## config.mk

```make
export PLATFORM = sky130hd
export DESIGN_NAME = cfg_logic_cell
export DESIGN_NICKNAME = d
export VERILOG_FILES = /design/src/rtl/lc_pkg.sv /design/src/rtl/lc_lut.sv /design/src/rtl/lc_cfg_chain.sv /design/src/rtl/lc_carry.sv /design/src/rtl/lc_ff_stage.sv /design/src/rtl/cfg_logic_cell.sv
export SDC_FILE = /design/constraint.sdc
export NUM_CORES = 1
export LEC_CHECK = 0
export CORE_AREA = 2 2 95 97
export DETAILED_ROUTE_END_ITERATION = 8
export DIE_AREA = 0 0 97 99
export GPL_ROUTABILITY_DRIVEN = 1
export PLACE_DENSITY = 0.67
export SYNTH_ARGS = -nofsm -noshare
export SYNTH_HDL_FRONTEND = slang
export SYNTH_SLANG_ARGS = --single-unit
```

## constraint.sdc

```tcl
create_clock -name clk -period 4.7 [get_ports clk]
set_input_delay 0.705 -clock clk [delete_from_list [all_inputs] [get_ports clk]]
set_output_delay 0.705 -clock clk [all_outputs]
set_load 0.03 [all_outputs]
```

## src/rtl/lc_pkg.sv

```systemverilog
package lc_pkg;

  typedef enum logic [1:0] {
    SRC_F      = 2'd0,
    SRC_G      = 2'd1,
    SRC_H      = 2'd2,
    SRC_DIRECT = 2'd3
  } ff_src_e;

  localparam int unsigned H_K = 3;

  // total configuration bits for a given table width
  function automatic int unsigned cfg_width(input int unsigned k);
    return 2 * (1 << k) + (1 << H_K) + 2 + 2 * 2 + 1;
  endfunction

endpackage

```

## src/rtl/lc_lut.sv

```systemverilog
module lc_lut #(
  parameter int unsigned K = 4
) (
  input  logic [(1<<K)-1:0] tt,
  input  logic [K-1:0]      sel,
  output logic              o
);
  always_comb o = tt[sel];
endmodule

```

## src/rtl/lc_cfg_chain.sv

```systemverilog
module lc_cfg_chain #(
  parameter int unsigned W = 47
) (
  input  logic         clk,
  input  logic         rst_n,
  input  logic         shift_en,
  input  logic         shift_bit,
  input  logic         load,
  output logic [W-1:0] shadow_q,
  output logic [W-1:0] active_q
);
  logic [W-1:0] shadow_d;
  logic [W-1:0] active_d;

  always_comb begin
    shadow_d = {shadow_q[W-2:0], shift_bit};
    active_d = shadow_q;
  end

  always_ff @(posedge clk or negedge rst_n) begin
    if (!rst_n) begin
      shadow_q <= '0;
    end else if (shift_en) begin
      shadow_q <= shadow_d;
    end
  end

  always_ff @(posedge clk or negedge rst_n) begin
    if (!rst_n) begin
      active_q <= '0;
    end else if (load) begin
      active_q <= active_d;
    end
  end
endmodule

```

## src/rtl/lc_carry.sv

```systemverilog
module lc_carry (
  input  logic en,
  input  logic a,
  input  logic b,
  input  logic cin,
  input  logic lut_f,
  output logic f_res,
  output logic cout
);
  logic sum;
  logic maj;

  always_comb begin
    sum   = a ^ b ^ cin;
    maj   = (a & b) | (a & cin) | (b & cin);
    f_res = en ? sum : lut_f;
    cout  = en ? maj : cin;
  end
endmodule

```

## src/rtl/lc_ff_stage.sv

```systemverilog
module lc_ff_stage
  import lc_pkg::*;
(
  input  logic    clk,
  input  logic    rst_n,
  input  ff_src_e src,
  input  logic    f_v,
  input  logic    g_v,
  input  logic    h_v,
  input  logic    d_v,
  output logic    q
);
  logic q_d;

  always_comb begin
    unique case (src)
      SRC_F:   q_d = f_v;
      SRC_G:   q_d = g_v;
      SRC_H:   q_d = h_v;
      default: q_d = d_v;
    endcase
  end

  always_ff @(posedge clk or negedge rst_n) begin
    if (!rst_n) q <= 1'b0;
    else        q <= q_d;
  end
endmodule

```

## src/rtl/cfg_logic_cell.sv

```systemverilog
module cfg_logic_cell
  import lc_pkg::*;
#(
  parameter int unsigned LUT_K = 4
) (
  input  logic             clk,
  input  logic             rst_n,
  input  logic             cfg_en,
  input  logic             cfg_bit,
  input  logic             cfg_load,
  input  logic [LUT_K-1:0] f_in,
  input  logic [LUT_K-1:0] g_in,
  input  logic [2:0]       h_in,
  input  logic [1:0]       d_in,
  input  logic             cin,
  output logic             f_out,
  output logic             g_out,
  output logic             h_out,
  output logic [1:0]       q,
  output logic             cout
);
  localparam int unsigned TT_W   = 1 << LUT_K;
  localparam int unsigned HT_W   = 1 << H_K;
  localparam int unsigned OFF_F  = 0;
  localparam int unsigned OFF_G  = OFF_F + TT_W;
  localparam int unsigned OFF_H  = OFF_G + TT_W;
  localparam int unsigned OFF_HX = OFF_H + HT_W;
  localparam int unsigned OFF_S0 = OFF_HX + 2;
  localparam int unsigned OFF_CY = OFF_S0 + 4;
  localparam int unsigned CFG_W  = cfg_width(LUT_K);

  logic [CFG_W-1:0] shadow_cfg;
  logic [CFG_W-1:0] active_cfg;

  lc_cfg_chain #(.W(CFG_W)) u_cfg (
    .clk      (clk),
    .rst_n    (rst_n),
    .shift_en (cfg_en),
    .shift_bit(cfg_bit),
    .load     (cfg_load),
    .shadow_q (shadow_cfg),
    .active_q (active_cfg)
  );

  // first-level tables: index 0 is F, index 1 is G
  logic [1:0][TT_W-1:0]  lut_tt;
  logic [1:0][LUT_K-1:0] lut_sel;
  logic [1:0]            lut_o;

  always_comb begin
    lut_tt[0]  = active_cfg[OFF_F +: TT_W];
    lut_tt[1]  = active_cfg[OFF_G +: TT_W];
    lut_sel[0] = f_in;
    lut_sel[1] = g_in;
  end

  for (genvar i = 0; i < 2; i++) begin : g_lut
    lc_lut #(.K(LUT_K)) u_lut (
      .tt (lut_tt[i]),
      .sel(lut_sel[i]),
      .o  (lut_o[i])
    );
  end

  logic f_res;
  lc_carry u_carry (
    .en   (active_cfg[OFF_CY]),
    .a    (f_in[0]),
    .b    (f_in[1]),
    .cin  (cin),
    .lut_f(lut_o[0]),
    .f_res(f_res),
    .cout (cout)
  );

  // second-level combiner
  logic [H_K-1:0] h_idx;
  logic           h_res;
  always_comb begin
    h_idx[0] = active_cfg[OFF_HX]     ? h_in[0] : f_res;
    h_idx[1] = active_cfg[OFF_HX + 1] ? h_in[1] : lut_o[1];
    h_idx[2] = h_in[2];
  end

  lc_lut #(.K(H_K)) u_hlut (
    .tt (active_cfg[OFF_H +: HT_W]),
    .sel(h_idx),
    .o  (h_res)
  );

  for (genvar i = 0; i < 2; i++) begin : g_ff
    lc_ff_stage u_ff (
      .clk  (clk),
      .rst_n(rst_n),
      .src  (ff_src_e'(active_cfg[OFF_S0 + 2*i +: 2])),
      .f_v  (f_res),
      .g_v  (lut_o[1]),
      .h_v  (h_res),
      .d_v  (d_in[i]),
      .q    (q[i])
    );
  end

  always_comb begin
    f_out = f_res;
    g_out = lut_o[1];
    h_out = h_res;
  end
endmodule

```

==> Flow_metrics.wiki, run 1 <==
{| class="wikitable"
! Metric !! Value
|-
| Number of nets produced by synthesis || 298
|-
| Die Width || 97 um
|-
| Worst hold-check path type || input pin to asynchronous set/reset pin
|-
| Register bit count reported by yosys || 96
|-
| Total gr overflow || 0
|-
| DIE HEIGHT || 99 um
|-
| Clock tree from TritonCTS || yes
|-
| Clock latency on the worst-skew pair || 0.36 ns
|-
| PD cells || 470 nW/um^2
|-
| Hold_ws || 0.451 ns
|-
| Mean cell area of the mapped netlist || 14.9 um^2
|-
| Max_slew headroom || 26.9%
|-
| Nets || 320
|-
| CTS hold repair buffers || 0
|-
| Detailed Route Iter0 Violations || 82
|-
| Die ar. || 9600 um^2
|-
| Commonest cells after routing, fill and taps aside || mux2_2 (96), dfrtp_1 (96), clkdlybuf4s50_1 (20)
|-
| Count of unique library cells instantiated by Yosys || 39
|-
| Remaining DRCs || 0
|-
| Total iterations of the first detailed-routing run || 4
|-
| Vias in the first global route || 2,320
|-
| Antenna Violating Nets Remaining || 0
|-
| Final Max Tran Viols || 0
|-
| Number of rows created at floorplan || 34
|-
| Type of destination of the critical path || primary output
|-
| Instance count of the mapped netlist || 278
|-
| Detailed-route via count || 2,255
|-
| Worst-case reg-to-reg path depth || 7
|-
| Post-Place Worst Slack || 0.142 ns
|-
| Slew @ Worst Pin || 1.10 ns
|-
| Destination of the worst register-to-register timing path || g_ff[1].u_ff.q$_DFF_PN0_
|-
| Final Cycle Share || 91.7%
|-
| Unrepaired setup endpoints after global routing || false
|-
| WS Path Type || input pin to primary output
|-
| Diode count || 0
|-
| Post-layout minimum cycle time || 4.31 ns
|-
| CTS Sinks || 96
|-
| Maximum root-to-sink buffer count || 2
|-
| Number of antenna violations at the first check in global routing || 0
|-
| Sequential fraction of the synthesis area || 57.8%
|-
| Status || completed
|-
| Top-level I/O count || 25
|-
| Register-to-register setup slack || 2.38 ns
|-
| Cell count after placement || 397
|-
| Cell Area, Synth || 4150 um^2
|-
| Final instance count without filler cells || 412
|-
| CTS H-tree depth || 3
|-
| Largest fanout on the critical path || 5
|-
| Total wire length || 6710 um
|-
| Required time worst endpoint || 3.99 ns
|-
| Highest clock frequency the design can meet || 232 MHz
|-
| First-pass GRT wire length || 11,600 um
|-
| Buffers on Ports || 24
|-
| Final Hold Violating Endpoints || 0
|-
| Total core area || 8550 um^2
|-
| Number of setup violations in the final report || 0
|-
| Clock skew after layout || 0.0105 ns
|-
| Initial cell density of the core || 48.6%
|-
| Total clock buffers created by CTS || 9
|-
| Startpoint kind of the worst setup timing path || input pin
|-
| R2r startpoint || u_cfg.active_q[16]$_DFFE_PN0P_
|-
| Data arrival, critical path || 3.61 ns
|-
| Maximum number of pins on one net before global-route repair || 71
|-
| Setup Total Neg Slack || 0 ns
|-
| Count of synthesis-stage warnings from yosys || 0
|-
| Fraction of layout instances using a drive strength above 1 || 40.8%
|-
| Routed WL per cell || 16.3 um
|-
| Total global-route track usage || 15.4%
|-
| Final worst setup slack || 0.388 ns
|-
| Maximum resistive drop on vdd || 0.238 mV
|-
| Number of vias per cell || 5.47
|-
| Core utilization of the finished layout || 54.5%
|-
| Area growth, synth to finish || 12.2%
|-
| Final estimated routing congestion in global placement || 0.716
|-
| Total of max-cap violations || 0
|-
| Clk pin slew, worst setup/hold paths || 0.09 ns
|-
| Static leakage || 2.15 nW
|-
| Final-layout fill cell count || 713
|-
| Clock root cell || clkbuf_8
|-
| Post-DP HPWL || 4420 um
|}
[per-stage QoR]
step / area (um^2) / power, mW
floorplan: 4150 / 1.52
global placement: 4450 / 1.65
detailed placement: 4450 / 1.67
CTS: 4660 / 2.22
global route: 4660 / 2.32
finish: 4660 / 2.19
[report_power, final]
group          total, mW  internal (mW)  leakage, nW  switching (mW)
clock network      0.551          0.274        0.106           0.277
registers           1.18           1.05         1.24           0.131
logic              0.463          0.284        0.803           0.180
total               2.19           1.60         2.15           0.588
[how the worst max path moves through the flow]
stage	slack, ns	endpoint	from	depth (start not counted)
global placement	0.18	h_out	f_in[0]	9
CTS	0.14	h_out	f_in[0]	9
detailed placement	0.14	h_out	f_in[0]	9
global route	0.22	h_out	f_in[1]	9
floorplan	1.45	h_out	f_in[0]	7
finish	0.39	h_out	f_in[1]	9
[worst max-delay path, cell delays in order]
cell and delay [ns]:
clkdlybuf4s50_1 0.59, fa_1 0.45, nor2b_1 0.15, a21oi_2 0.06, a22oi_2 0.24, mux2_4 0.33, o32ai_2 0.30, o21ba_1 0.19
clkdlybuf4s50_1 0.59
[registers in the layout, indices dropped and copies added (netlist names)]
| register | cells |
|---|---|
| u_cfg.shadow_q | 47 |
| u_cfg.active_q | 47 |
| g_ff.u_ff.q | 2 |
[synth_stat cells, drive strengths merged]
cell type,count,area [um^2]
o41a,1,11.3
a221oi,1,15.0
o32ai,1,16.3
nand3,2,10.0
or4b,1,13.8
nor2b,5,31.3
o221a,1,11.3
and3,1,6.26
dfrtp,96,2400
clkbuf,8,30.0
nand2,7,26.3
o31ai,1,7.51
nor3b,3,22.5
o21ba,1,10.0
nor2,4,15.0
mux2,100,1130
mux4,5,128
nor3,3,15.0
a311oi,1,8.76
a21oi,4,23.8
a31oi,1,6.26
mux2i,2,20.0
nand4b,1,8.76
fa,1,20.0
inv,4,15.0
o22ai,1,6.26
buf,6,41.3
and2,1,8.76
o21ai,8,40.0
nand2b,5,31.3
a22oi,1,12.5
a2111oi,1,8.76
[layer usage]
metal | wire, um | global-route usage [%]
met3 | 266 | 5.60
met5 | 0 | 0
met4 | 65 | 4.44
met1 | 3210 | 21.1
met2 | 3170 | 23.5
[area by class of cell]
| class | count | area, um^2 | area share (%) |
|---|---|---|---|
| clock buffers | 11 | 151 | 3.25 |
| multi-input cells | 164 | 1660 | 35.7 |
| inverters | 4 | 15.0 | 0.322 |
| repair buffers | 25 | 238 | 5.10 |
| clock inverters | 4 | 52.6 | 1.13 |
| flip-flops and latches | 96 | 2400 | 51.6 |
| well taps | 108 | 135 | 2.90 |
[cell families (layout without fill, tap and decap cells)]
kind of cell	count (synthesis)	after routing	share of synthesized area, %
mux	107	107	30.8
flops	96	96	57.8
simple gates	33	33	4.55
compound gates	23	23	4.28
buf+inv	18	44	2.08
fa+ha+maj	1	1	0.482
[timing repair]
item,CTS,global route
setup endpoints to repair,0,1
hold endpoints to repair,0,0
gates resized for setup,0,1
setup buffers,0,0
Power figures use the tool's default switching activity.
==> inputs of run 2 (changes only) <==
--- a/config.mk
+++ b/config.mk
@@ -5,7 +5,9 @@
 export SDC_FILE = /design/constraint.sdc
 export NUM_CORES = 1
 export LEC_CHECK = 0
+export ABC_AREA = 1
 export CORE_AREA = 2 2 95 97
+export CTS_CLUSTER_DIAMETER = 200
 export DETAILED_ROUTE_END_ITERATION = 8
 export DIE_AREA = 0 0 97 99
 export GPL_ROUTABILITY_DRIVEN = 1
==> constraint.sdc (replaced) <==
create_clock -name clk -period 4.7 [get_ports clk]
set_input_delay 0.705 -clock clk [delete_from_list [all_inputs] [get_ports clk]]
set_output_delay 0.705 -clock clk [all_outputs]
set_load 0.005 [all_outputs]
==> Flow_metrics.wiki, run 2 <==
{| class="wikitable"
! Metric !! Value
|-
| Status || completed
|-
| Area growth, synth to finish || 11.0%
|-
| Cell Area, Synth || 4170 um^2
|-
| Fraction of power consumed by combinational cells || 17.1%
|-
| Final Cycle Share || 86.5%
|-
| Share of the synthesized area in the top cell type || 57.6%
|-
| Largest area contributor in the netlist || dfrtp_1
|-
| WS Path Type || input pin to primary output
|-
| Post-synth top cells || dfrtp_1 (96), nand2_1 (96), inv_1 (61)
|-
| Die ar. || 9600 um^2
|-
| CTS Sinks || 96
|-
| Static leakage || 2.20 nW
|-
| Total clock buffers created by CTS || 9
|-
| Number of nets produced by synthesis || 494
|-
| Post-synth EDFFs || 0
|-
| Most used flip-flop cell after synthesis || dfrtp_1
|-
| Antenna Violating Nets Remaining || 0
|-
| Diode count || 0
|-
| Post-layout minimum cycle time || 4.06 ns
|-
| DIE HEIGHT || 99 um
|-
| Startpoint kind of the worst setup timing path || input pin
|-
| Internal || 1.37 mW
|-
| Highest clock frequency the design can meet || 246 MHz
|-
| Number of rows created at floorplan || 34
|-
| Count of unique library cells instantiated by Yosys || 26
|-
| Slew @ Worst Pin || 0.653 ns
|-
| Largest registers || u_cfg.active_q x47, u_cfg.shadow_q x47, g_ff.u_ff.q x2
|-
| Clock latency on the worst-skew pair || 0.35 ns
|-
| Buffers on Ports || 24
|-
| Mean cell area of the mapped netlist || 8.80 um^2
|-
| Largest fanout on the critical path || 10
|-
| Die Width || 97 um
|-
| Data arrival, critical path || 3.36 ns
|-
| Destination of the worst register-to-register timing path || g_ff[0].u_ff.q$_DFF_PN0_
|-
| Clock skew after layout || 0.00858 ns
|-
| Switching power share of the total || 27.6%
|-
| Sequential cell fraction of total power || 53.6%
|-
| Setup Total Neg Slack || 0 ns
|-
| Maximum resistive drop on vdd || 0.214 mV
|-
| Max_slew headroom || 56.4%
|-
| Remaining DRCs || 0
|-
| Post-DP HPWL || 5000 um
|-
| Total global-route track usage || 17.0%
|-
| Total iterations of the first detailed-routing run || 4
|-
| Maximum number of pins on one net before global-route repair || 67
|-
| Fraction of layout instances using a drive strength above 1 || 8.78%
|-
| Clock tree from TritonCTS || yes
|-
| Total core area || 8550 um^2
|-
| Hold_ws || 0.364 ns
|-
| CTS H-tree depth || 3
|-
| Total of max-cap violations || 0
|-
| Sequential fraction of the synthesis area || 57.6%
|-
| Worst-case reg-to-reg path depth || 13
|-
| Total chip power || 1.89 mW
|-
| Nets || 506
|-
| Maximum root-to-sink buffer count || 2
|-
| Post-synth ARST share || 100%
|-
| Final-layout fill cell count || 795
|-
| Count of synthesis-stage warnings from yosys || 0
|-
| Total gr overflow || 0
|-
| Initial cell density of the core || 48.8%
|-
| Post-Place Worst Slack || 0.653 ns
|-
| Number of vias per cell || 4.93
|-
| Required time worst endpoint || 3.99 ns
|-
| Final Max Tran Viols || 0
|-
| Instance count of the mapped netlist || 474
|-
| Detailed-route via count || 2,948
|-
| Final worst setup slack || 0.635 ns
|-
| Total wire length || 7320 um
|-
| R2r startpoint || u_cfg.active_q[7]$_DFFE_PN0P_
|-
| Type of destination of the critical path || primary output
|-
| Clk pin slew, worst setup/hold paths || 0.08 ns
|-
| First-pass GRT wire length || 13,400 um
|-
| Portion of total power attributed to the clock network || 29.3%
|-
| Worst hold-check path type || input pin to asynchronous set/reset pin
|-
| Number of antenna violations at the first check in global routing || 0
|-
| Clock root cell || clkbuf_8
|-
| Routed WL per cell || 12.2 um
|-
| Final estimated routing congestion in global placement || 0.860
|-
| Detailed Route Iter0 Violations || 146
|-
| Post-cts sizing count || 0
|-
| Register-to-register setup slack || 3.12 ns
|-
| Register bit count reported by yosys || 96
|-
| Top post-synthesis cells by area || dfrtp_1 (58%), nand2_1 (8.6%), o21ai_0 (6.8%)
|-
| Unrepaired setup endpoints after global routing || false
|-
| Setup repair bufs after CTS || 0
|-
| Final Hold Violating Endpoints || 0
|-
| Number of setup violations in the final report || 0
|-
| Top-level I/O count || 25
|-
| CTS hold repair buffers || 0
|-
| Reported net switching power || 0.522 mW
|-
| Vias in the first global route || 2,960
|-
| Commonest cells after routing, fill and taps aside || nand2_1 (96), dfrtp_1 (96), inv_1 (61)
|-
| PD cells || 409 nW/um^2
|}
-- run 2: cell types whose count changed in the layout (fill, tap and decap cells not counted), sizes merged, moves of 30 or more --
cell,delta
o21ai,+51
nand2,+93
nand3,+30
inv,+57
nor2,+35
mux2,-99
a21oi,+40
-- run 2: cell type report --
class	instances	area, um^2	share of cell area, %
clock buffers	13	169	3.65
inverters	62	235	5.08
clock inverters	2	37.5	0.811
flip-flops and latches	96	2400	51.9
well taps	108	135	2.92
repair buffers	27	250	5.41
multi-input cells	290	1400	30.2
-- run 2: worst max-delay path: stages --
cell and delay [ns]:
clkdlybuf4s50_1 0.76, fa_1 0.49, or2_2 0.32, nand3_2 0.13, nand2_2 0.08, nand2_1 0.06
nand3_1 0.07, nand3b_2 0.10, and2_1 0.13, clkdlybuf4s50_1 0.50
-- run 2: cells by family (layout without fill, tap and decap cells) --
family          Yosys count  count (layout)  synth area share (%)
compound gates          110             110                  14.4
buf+inv                  88             104                  8.82
flops                    96              96                  57.6
fa+ha+maj                 1               1                 0.480
simple gates            178             178                  18.4
mux                       1               1                 0.270
-- run 2: metal layers --
layer	wire (um)	GRT usage (%)	vias up
met5	0	0	-
met4	134	6.93	0
met3	194	3.12	10
met2	3420	27.3	35
met1	3570	23.0	1378
li1	-	-	1525
-- run 2: worst max path at each step --
stage	startpoint	to	slack, ns	depth (start not counted)
floorplan	f_in[0]	h_out	2.00	8
global placement	f_in[0]	h_out	0.71	10
detailed placement	f_in[0]	h_out	0.65	10
CTS	f_in[0]	h_out	0.65	10
global route	f_in[0]	h_out	0.48	10
finish	f_in[0]	h_out	0.64	10
-- run 2: power groups by stage --
stage / registers, mW / logic, mW / clock network [mW]
floorplan: 1.01 / 0.235 / 0
global placement: 1.03 / 0.319 / 0
detailed placement: 1.03 / 0.329 / 0
CTS: 1.01 / 0.331 / 0.572
global route: 1.03 / 0.381 / 0.601
finish: 1.01 / 0.324 / 0.554
-- run 2: stage by stage --
stage                     cells  cell area, um^2  utilization [%]
after floorplan             474             4170                -
after global placement      583             4420             51.7
after detailed placement    583             4420             51.7
after CTS                   598             4630             54.1
after global routing        598             4630             54.1
final                       598             4630             54.1
